<file path="src/rtl/acc_alu_pkg.sv">
// Package: shared operation codes, flag layout and widths for the accumulator ALU.
// Assumes the flag vector is packed {Z,N,H,C} with Z in the top bit.
package acc_alu_pkg;
    localparam int DATA_W = 8;
    localparam int OP_W   = 4;
    localparam int FLAG_W = 4;

    localparam int FZ = 3;
    localparam int FN = 2;
    localparam int FH = 1;
    localparam int FC = 0;

    typedef enum logic [OP_W-1:0] {
        OP_ADD  = 4'd0,
        OP_ADC  = 4'd1,
        OP_SUB  = 4'd2,
        OP_SBC  = 4'd3,
        OP_CMP  = 4'd4,
        OP_AND  = 4'd5,
        OP_OR   = 4'd6,
        OP_XOR  = 4'd7,
        OP_INC  = 4'd8,
        OP_DEC  = 4'd9,
        OP_CPL  = 4'd10,
        OP_SCF  = 4'd11,
        OP_CCF  = 4'd12,
        OP_DAA  = 4'd13,
        OP_RSV0 = 4'd14,
        OP_RSV1 = 4'd15
    } alu_op_e;

    typedef struct packed {
        logic z;
        logic n;
        logic h;
        logic c;
    } flag_s;
endpackage

</file>
<file path="src/rtl/acc_alu_addsub.sv">
// Module: shared adder/subtractor with nibble carry.
// Computes a +/- b +/- cin. On subtract, half and carry report borrows.
// Assumes W is even so that the half-carry nibble is W/2 bits wide.
module acc_alu_addsub #(
    parameter int W = 8
) (
    input  logic [W-1:0] a_i,
    input  logic [W-1:0] b_i,
    input  logic         cin_i,
    input  logic         sub_i,
    output logic [W-1:0] sum_o,
    output logic         half_o,
    output logic         carry_o
);
    localparam int HW = W / 2;

    logic [HW:0] lo_add;
    logic [HW:0] lo_sub;
    logic [W:0]  full_add;
    logic [W:0]  full_sub;

    // Both directions in parallel, each one bit wider to catch the carry.
    always_comb begin
        lo_add   = {1'b0, a_i[HW-1:0]} + {1'b0, b_i[HW-1:0]} + {{HW{1'b0}}, cin_i};
        lo_sub   = {1'b0, a_i[HW-1:0]} - {1'b0, b_i[HW-1:0]} - {{HW{1'b0}}, cin_i};
        full_add = {1'b0, a_i} + {1'b0, b_i} + {{W{1'b0}}, cin_i};
        full_sub = {1'b0, a_i} - {1'b0, b_i} - {{W{1'b0}}, cin_i};
    end

    // Pick the direction and take the top bits as carry or borrow.
    always_comb begin
        if (sub_i) begin
            sum_o   = full_sub[W-1:0];
            half_o  = lo_sub[HW];
            carry_o = full_sub[W];
        end else begin
            sum_o   = full_add[W-1:0];
            half_o  = lo_add[HW];
            carry_o = full_add[W];
        end
    end
endmodule

</file>
<file path="src/rtl/acc_alu_logic.sv">
// Module: bitwise unit. Computes AND, OR, XOR of two operands and the complement of the first.
// Assumes the caller selects among the outputs; no flag logic lives here.
module acc_alu_logic #(
    parameter int W = 8
) (
    input  logic [W-1:0] a_i,
    input  logic [W-1:0] b_i,
    output logic [W-1:0] and_o,
    output logic [W-1:0] or_o,
    output logic [W-1:0] xor_o,
    output logic [W-1:0] not_o
);
    // Per-bit gates, one generate lane per bit.
    for (genvar i = 0; i < W; i++) begin : g_bit
        assign and_o[i] = a_i[i] & b_i[i];
        assign or_o[i]  = a_i[i] | b_i[i];
        assign xor_o[i] = a_i[i] ^ b_i[i];
        assign not_o[i] = ~a_i[i];
    end
endmodule

</file>
<file path="src/rtl/acc_alu_bcd.sv">
// Module: packed-BCD decimal adjust of an 8-bit accumulator.
// Uses the incoming N, H and C flags to pick the add or subtract correction.
// Assumes the accumulator holds the raw binary result of a BCD add or subtract.
module acc_alu_bcd (
    input  logic [7:0] a_i,
    input  logic       n_i,
    input  logic       h_i,
    input  logic       c_i,
    output logic [7:0] res_o,
    output logic       c_o
);
    logic       lo_fix;
    logic       hi_fix;
    logic [7:0] corr;

    // Decide which nibbles need correction in each direction.
    always_comb begin
        if (n_i) begin
            lo_fix = h_i;
            hi_fix = c_i;
        end else begin
            lo_fix = h_i || (a_i[3:0] > 4'd9);
            hi_fix = c_i || (a_i > 8'h99);
        end
        corr = {1'b0, hi_fix, hi_fix, 1'b0, 1'b0, lo_fix, lo_fix, 1'b0};
    end

    // Apply the correction and form the new carry.
    always_comb begin
        if (n_i) begin
            res_o = a_i - corr;
            c_o   = c_i;
        end else begin
            res_o = a_i + corr;
            c_o   = hi_fix;
        end
    end
endmodule

</file>
<file path="src/rtl/acc_alu.sv">
// Module: 8-bit accumulator ALU with Z/N/H/C flags (top).
// Purely combinational. Selects one of the arithmetic, bitwise or BCD units and forms
// the result, the accumulator write strobe and the next flags. A flag an operation
// does not define is passed through. Assumes the caller registers the outputs.
module acc_alu
    import acc_alu_pkg::*;
(
    input  logic [OP_W-1:0]   op_i,
    input  logic [DATA_W-1:0] acc_i,
    input  logic [DATA_W-1:0] opnd_i,
    input  logic [FLAG_W-1:0] flags_i,
    output logic [DATA_W-1:0] result_o,
    output logic              wr_en_o,
    output logic [FLAG_W-1:0] flags_o
);
    alu_op_e             op;
    flag_s               fin;
    flag_s               fout;
    logic [DATA_W-1:0]   as_b;
    logic                as_cin;
    logic                as_sub;
    logic [DATA_W-1:0]   as_sum;
    logic                as_half;
    logic                as_carry;
    logic [DATA_W-1:0]   lg_and;
    logic [DATA_W-1:0]   lg_or;
    logic [DATA_W-1:0]   lg_xor;
    logic [DATA_W-1:0]   lg_not;
    logic [7:0]          bcd_res;
    logic                bcd_c;

    assign op  = alu_op_e'(op_i);
    assign fin = flag_s'(flags_i);

    // Steer the shared adder's operand, carry-in and direction from the opcode.
    always_comb begin
        as_b   = opnd_i;
        as_cin = 1'b0;
        as_sub = 1'b0;
        unique case (op)
            OP_ADC:          as_cin = fin.c;
            OP_SUB, OP_CMP:  as_sub = 1'b1;
            OP_SBC: begin
                as_sub = 1'b1;
                as_cin = fin.c;
            end
            OP_INC:          as_b = DATA_W'(1);
            OP_DEC: begin
                as_b   = DATA_W'(1);
                as_sub = 1'b1;
            end
            default: ;
        endcase
    end

    acc_alu_addsub #(.W(DATA_W)) u_addsub (
        .a_i     (acc_i),
        .b_i     (as_b),
        .cin_i   (as_cin),
        .sub_i   (as_sub),
        .sum_o   (as_sum),
        .half_o  (as_half),
        .carry_o (as_carry)
    );

    acc_alu_logic #(.W(DATA_W)) u_logic (
        .a_i   (acc_i),
        .b_i   (opnd_i),
        .and_o (lg_and),
        .or_o  (lg_or),
        .xor_o (lg_xor),
        .not_o (lg_not)
    );

    acc_alu_bcd u_bcd (
        .a_i   (acc_i[7:0]),
        .n_i   (fin.n),
        .h_i   (fin.h),
        .c_i   (fin.c),
        .res_o (bcd_res),
        .c_o   (bcd_c)
    );

    // Select the result, write strobe and per-operation flag pattern.
    always_comb begin
        result_o = acc_i;
        wr_en_o  = 1'b0;
        fout     = fin;
        unique case (op)
            OP_ADD, OP_ADC: begin
                result_o = as_sum;
                wr_en_o  = 1'b1;
                fout.n   = 1'b0;
                fout.h   = as_half;
                fout.c   = as_carry;
            end
            OP_SUB, OP_SBC, OP_CMP: begin
                result_o = as_sum;
                wr_en_o  = (op != OP_CMP);
                fout.n   = 1'b1;
                fout.h   = as_half;
                fout.c   = as_carry;
            end
            OP_AND: begin
                result_o = lg_and;
                wr_en_o  = 1'b1;
                fout.n   = 1'b0;
                fout.h   = 1'b1;
                fout.c   = 1'b0;
            end
            OP_OR, OP_XOR: begin
                result_o = (op == OP_OR) ? lg_or : lg_xor;
                wr_en_o  = 1'b1;
                fout.n   = 1'b0;
                fout.h   = 1'b0;
                fout.c   = 1'b0;
            end
            OP_INC, OP_DEC: begin
                result_o = as_sum;
                wr_en_o  = 1'b1;
                fout.n   = (op == OP_DEC);
                fout.h   = as_half;
            end
            OP_CPL: begin
                result_o = lg_not;
                wr_en_o  = 1'b1;
                fout.n   = 1'b1;
                fout.h   = 1'b1;
            end
            OP_SCF, OP_CCF: begin
                fout.n   = 1'b0;
                fout.h   = 1'b0;
                fout.c   = (op == OP_SCF) ? 1'b1 : ~fin.c;
            end
            OP_DAA: begin
                result_o = bcd_res;
                wr_en_o  = 1'b1;
                fout.h   = 1'b0;
                fout.c   = bcd_c;
            end
            default: ;
        endcase
    end

    // Zero flag follows the result for every operation that defines it.
    always_comb begin
        flags_o = fout;
        unique case (op)
            OP_CPL, OP_SCF, OP_CCF, OP_RSV0, OP_RSV1: ;
            default: flags_o[FZ] = (result_o == '0);
        endcase
    end
endmodule

</file>
<file path="config.mk">
export PLATFORM = sky130hd
export DESIGN_NAME = acc_alu
export DESIGN_NICKNAME = d
export VERILOG_FILES = /design/src/rtl/acc_alu_pkg.sv /design/src/rtl/acc_alu_addsub.sv /design/src/rtl/acc_alu_logic.sv /design/src/rtl/acc_alu_bcd.sv /design/src/rtl/acc_alu.sv
export SDC_FILE = /design/constraint.sdc
export NUM_CORES = 1
export LEC_CHECK = 0
export ABC_AREA = 1
export BUFFER_PORTS_ARGS = -buffer_cell sky130_fd_sc_hd__buf_4
export CAP_MARGIN = 20
export CORE_MARGIN = 1.5
export CORE_UTILIZATION = 36
export DETAILED_ROUTE_END_ITERATION = 10
export PLACE_DENSITY = 0.56
export REMOVE_ABC_BUFFERS = 1
export SYNTH_ARGS = -nofsm -noshare
export SYNTH_HDL_FRONTEND = slang
export SYNTH_HIERARCHICAL = 1
export SYNTH_SLANG_ARGS = --single-unit
</file>
<file path="constraint.sdc">
create_clock -name vclk -period 3.9
set_input_delay 0 -clock vclk [all_inputs]
set_output_delay 0 -clock vclk [all_outputs]
set_load 0.01 [all_outputs]
</file>
### After elaboration in Yosys (flattened, before gate mapping)

Cells that the tools add are included.

* logic and storage cells: 98
* output and inout bits: 13
* input bits: 24
* register bits: 0

* $add $sub $neg: 10
* bitwise operators: 33
* equality and inequality tests: 16
* reduce and logical (&&, ||, !) cells: 19
* magnitude comparators: 2
* multiplexer cells: 18

Operators with widths (count)
* 8-bit case mux with 5 select lines: 1
* 4-bit == test (second input constant): 8
* 8-bit 2-to-1 mux: 4
* 4-bit by 3-bit == test with 1-bit output (second input constant): 4
* 5-bit OR reduction: 3
* 7-bit OR reduction: 2
* 2-bit OR reduction: 5
* 8-bit by 8-bit adder with 9-bit output: 1
* 9-bit by 1-bit adder with 9-bit output: 1
* 1-bit 2-to-1 mux: 9
* 1-bit inverter: 9
* 9-bit OR reduction: 1
* 8-bit by 8-bit subtractor with 9-bit output: 1
* 9-bit by 1-bit subtractor with 9-bit output: 1
* 8-bit by 7-bit adder with 8-bit output: 1
* 1-bit bitwise AND: 8
* 4-bit by 2-bit == test with 1-bit output (second input constant): 2
* 8-bit > comparator (second input constant): 1
* 8-bit zero test: 1
* 1-bit OR: 8
* 4-bit OR reduction: 2
* 8-bit by 7-bit subtractor with 8-bit output: 1
* 1-bit bitwise XOR: 8
* 1-bit case mux with 3 select lines: 2
* other kinds (12): 14

### Logic depth before layout (Yosys ltp)

* word-level depth: 9
* depth in mapped cells: 23
* mapped depth without buffers: 23

### Hierarchy

Netlist, hierarchy kept.

Modules (own cells, without submodules)
* acc_alu_addsub: sequential area each 0.0 µm², area each 1047.3 µm², times used 1, cells each 181
* acc_alu: sequential area each 0.0 µm², area each 807.0 µm², times used 1, cells each 184
* acc_alu_bcd: sequential area each 0.0 µm², area each 425.4 µm², times used 1, cells each 77
* acc_alu_logic: sequential area each 0.0 µm², area each 290.3 µm², times used 1, cells each 40

### Worst setup path after synthesis

No wires, ideal clock.

* path kind: input to output
* start point: input port op_i[1]
* end point: output port flags_o[3]
* stages on the path: 20
* data arrival time: 2.235 ns
* slack: 1.665 ns
* buffers on the path: 1
* required time: 3.900 ns
* path through: buf_2 > inv_1 > nand2_2 > nand2_1 > fa_1 > inv_1 > ha_1 > o21ai_0 > nand2_1 > nand2_1 > nand3_1 > nand3_1 > nand2_1 > nand2_1 > nand3_1 > nand2_1 > nand2_1 > nor2_1 > nand3_1 > nand2_1

* word-level cells in the longest chain between the ends: 9
* elaborated cells between the ends (all ways): 34
* classes of those cells: add/sub: 4; eq/ne: 15; mux: 7; reduce/logical: 8

Ends and longest elaborated chain
* start: declaration: RTL line acc_alu.sv:8 `input logic [OP_W-1:0] op_i,`
* 4-bit == test: RTL line acc_alu.sv:40 `unique case (op)`
* 2-bit OR reduction (no source line) (*)
* 8-bit 2-to-1 mux (*): RTL line acc_alu.sv:40
* net as_b[0]: RTL line acc_alu.sv:19 `logic [DATA_W-1:0] as_b;`
* 8-bit by 8-bit adder with 9-bit output or 8-bit by 8-bit subtractor with 9-bit output (tied branches): RTL line acc_alu_addsub.sv:26, acc_alu_addsub.sv:27
* 9-bit by 1-bit adder with 9-bit output or 9-bit by 1-bit subtractor with 9-bit output (tied branches): RTL line acc_alu_addsub.sv:26, acc_alu_addsub.sv:27
* 8-bit 2-to-1 mux (*): RTL line acc_alu_addsub.sv:32 `if (sub_i) begin`
* net as_sum[7]: RTL line acc_alu.sv:22 `logic [DATA_W-1:0] as_sum;`
* 8-bit case mux with 5 select lines (*): RTL line acc_alu.sv:89 `unique case (op)`
* 8-bit zero test (*): RTL line acc_alu.sv:150 `default: flags_o[FZ] = (result_o == '0);`
* 1-bit 2-to-1 mux (*): RTL line acc_alu.sv:148 `unique case (op)`
* end: declaration: RTL line acc_alu.sv:14 `output logic [FLAG_W-1:0] flags_o`

Mark *: on every way through the listed nets, which the timed path passes. The rest lies on a longest branch.

### Worst setup path in the final report

* start point: input port op_i[3]
* end point: output port flags_o[3]

Same word-level chain as after synthesis.

==> impl_metrics.ini <==
[drt]
wl_per_cell_um = 13.0
first_pass_iters = 5
first_iter_violations = 204
vias_per_cell = 4.85
vias = 2967
antenna_left = 0
drc = 0
wirelength_um = 7930

[synth]
ys.warnings.count = 6
synth.distinct_cells = 33
syn-cell-area_um2 = 2570
synthCells = 482
syn_avg_cell_area_um2 = 5.33
seq_area_frac_synth_pct = 0

[final_layout]
layout-drive-gt1-share_pct = 13.2
design.seq.count = 0
n_fill_cell = 814
seq_area_um2 = 0
num_antenna_cells = 0
nNetsFinal = 592
synthToLayoutAreaGrowth_pct = 14.8
multiInputGateArea_um2 = 2130
nClkBuffers = 0

[power]
leakagePower_nw = 1.83
power.density_nw_per_um2 = 156
vdd_ir_drop_max_v = 0.0000623

[critical_path]
critPathCapture = flags_o[3]
worstSetupStartpoint = op_i[3]
worst_ep_required_time_ns = 3.90
cp_max_fo = 9
arrival_ns = 2.80
worst-setup-path-type = input port to output pin
cp-start-kind = input port
critPathCaptureType = output pin

[worst_hold_path]
hold_path_class = input port to output pin
hp-start = flags_i[3]

[run]
maxCapViolCount = 0

[floorplanning]
num_rows = 30
ios = 37
start_util_pct = 37.6
die-width_um = 87.5
die_h_um = 87.5
core_area_um2 = 6830
die_area_um2 = 7650

[timing]
period_needed_ns = 2.80
slew-limit-headroom_pct = 59.9
min_period_over_period_pct = 71.9
slew_violations = 0
worstMarginPinSlew_ns = 0.599
layout_setup_ws_ns = 1.10
rsz0062_at_grt = false
timing.fmax_mhz = 357
setup_tns_ns = 0
hold_viol = 0
setup_viol = 0

[cts]
hold_buffers = 0
cts_resized = 0
post_cts_buffers = 0

[placement]
io_buffers = 37
dp.final_hpwl_um = 6800
gp_congestion = 0.904
place_ws_ns = 1.12

[grt]
antenna_found_initial = 0
first_global_vias = 2790
grt_start_max_net_pins = 13
overflow = 0
grt_usage_pct = 21.3
grt_pass1_wl_um = 13000

[run_status]
status = finished, final reports clean
-- metrics by stage --
step	utilization [%]	total power, mW	cells	hold WS [ns]	cell area (µm²)
after floorplan	-	0.306	478	0.122	2540
after global placement	43.2	0.459	612	0.289	2950
after detailed placement	43.2	0.459	612	0.291	2950
after CTS	43.2	0.462	612	0.292	2950
after global routing	43.2	0.527	612	0.311	2950
final	43.2	0.461	612	0.295	2950
-- placed cells by master (no fill, tap or decap), drive strengths merged --
| master | netlist | final |
|---|---|---|
| nand3 | 42 | 42 |
| a21oi | 17 | 17 |
| buf | 4 | 38 |
| a211oi | 1 | 1 |
| inv | 109 | 109 |
| o221ai | 1 | 1 |
| o22a | 1 | 1 |
| nand2 | 154 | 154 |
| fa | 5 | 5 |
| clkinv | 1 | 1 |
| nor2 | 55 | 55 |
| nand4 | 7 | 7 |
| a221oi | 1 | 1 |
| ha | 45 | 45 |
| nand3b | 1 | 1 |
| o21a | 2 | 2 |
| or2 | 5 | 5 |
| a21boi | 1 | 1 |
| xor2 | 3 | 3 |
| o211ai | 1 | 1 |
| o21ai | 23 | 23 |
| xnor2 | 3 | 3 |
-- where the power goes --
part / total (mW) / switching, mW / internal, mW
combinational: 0.461 / 0.285 / 0.177
sequential: 0 / 0 / 0
clock: 0 / 0 / 0
total: 0.461 / 0.285 / 0.177
-- critical path, cell delays in order --
cell	delay, ns
buf_4	0.14
inv_2	0.12
nor2_4	0.06
nand2_2	0.17
nand2_1	0.15
fa_1	0.57
inv_1	0.07
ha_1	0.17
o21ai_0	0.16
nand2_1	0.14
nand2_1	0.10
nand3_1	0.07
nand3_1	0.09
nand2_1	0.07
nand2_1	0.07
nand3_1	0.08
nand2_1	0.08
nand2_1	0.06
nor2_1	0.13
nand3_1	0.09
nand2_1	0.07
buf_4	0.11
-- synthesized netlist by cell type, types with 4 or more instances --
cell type	number	area share, %
o21ai_0	20	3.9
nand4_1	7	1.7
nand2_1	146	21
nand2_2	7	1.7
nor2_1	50	7.3
nand3_1	41	8.0
inv_2	8	1.2
or2_2	4	0.97
inv_1	101	15
a21oi_1	13	2.5
fa_1	5	3.9
ha_1	45	22
-- how the worst min path moves through the flow --
stage | to | cells past startpoint
after floorplan | flags_o[3] | 2
after global placement | flags_o[3] | 4
after detailed placement | flags_o[3] | 4
after CTS | flags_o[3] | 4
after global routing | flags_o[3] | 4
final | flags_o[3] | 4
-- per-layer routing --
layer  global-route usage [%]  wire [µm]  up-vias  share of wire (%)
met5                        0          0        -                  0
met3                    0.379        313        4                3.9
met1                     31.0       3940     1334                 50
met4                     2.16         89        0                1.1
li1                         -          -     1558                  -
met2                     36.2       3590       71                 45
-- logic make-up (layout without fill, tap and decap cells) --
group,after synthesis,count (layout),share of synthesized area (%)
simple gates,264,264,44.0
fa+ha+maj,50,50,25.8
buf+inv,114,148,17.0
compound gates,48,48,11.1
xor+xnor,6,6,2.05
-- final cells by class --
cell class / instances / area share, %
repair buffers: 38 / 9.67
well taps: 96 / 4.07
multi-input cells: 368 / 72.3
inverters: 110 / 14.0
Note: power is estimated with default switching activity, not from simulation.
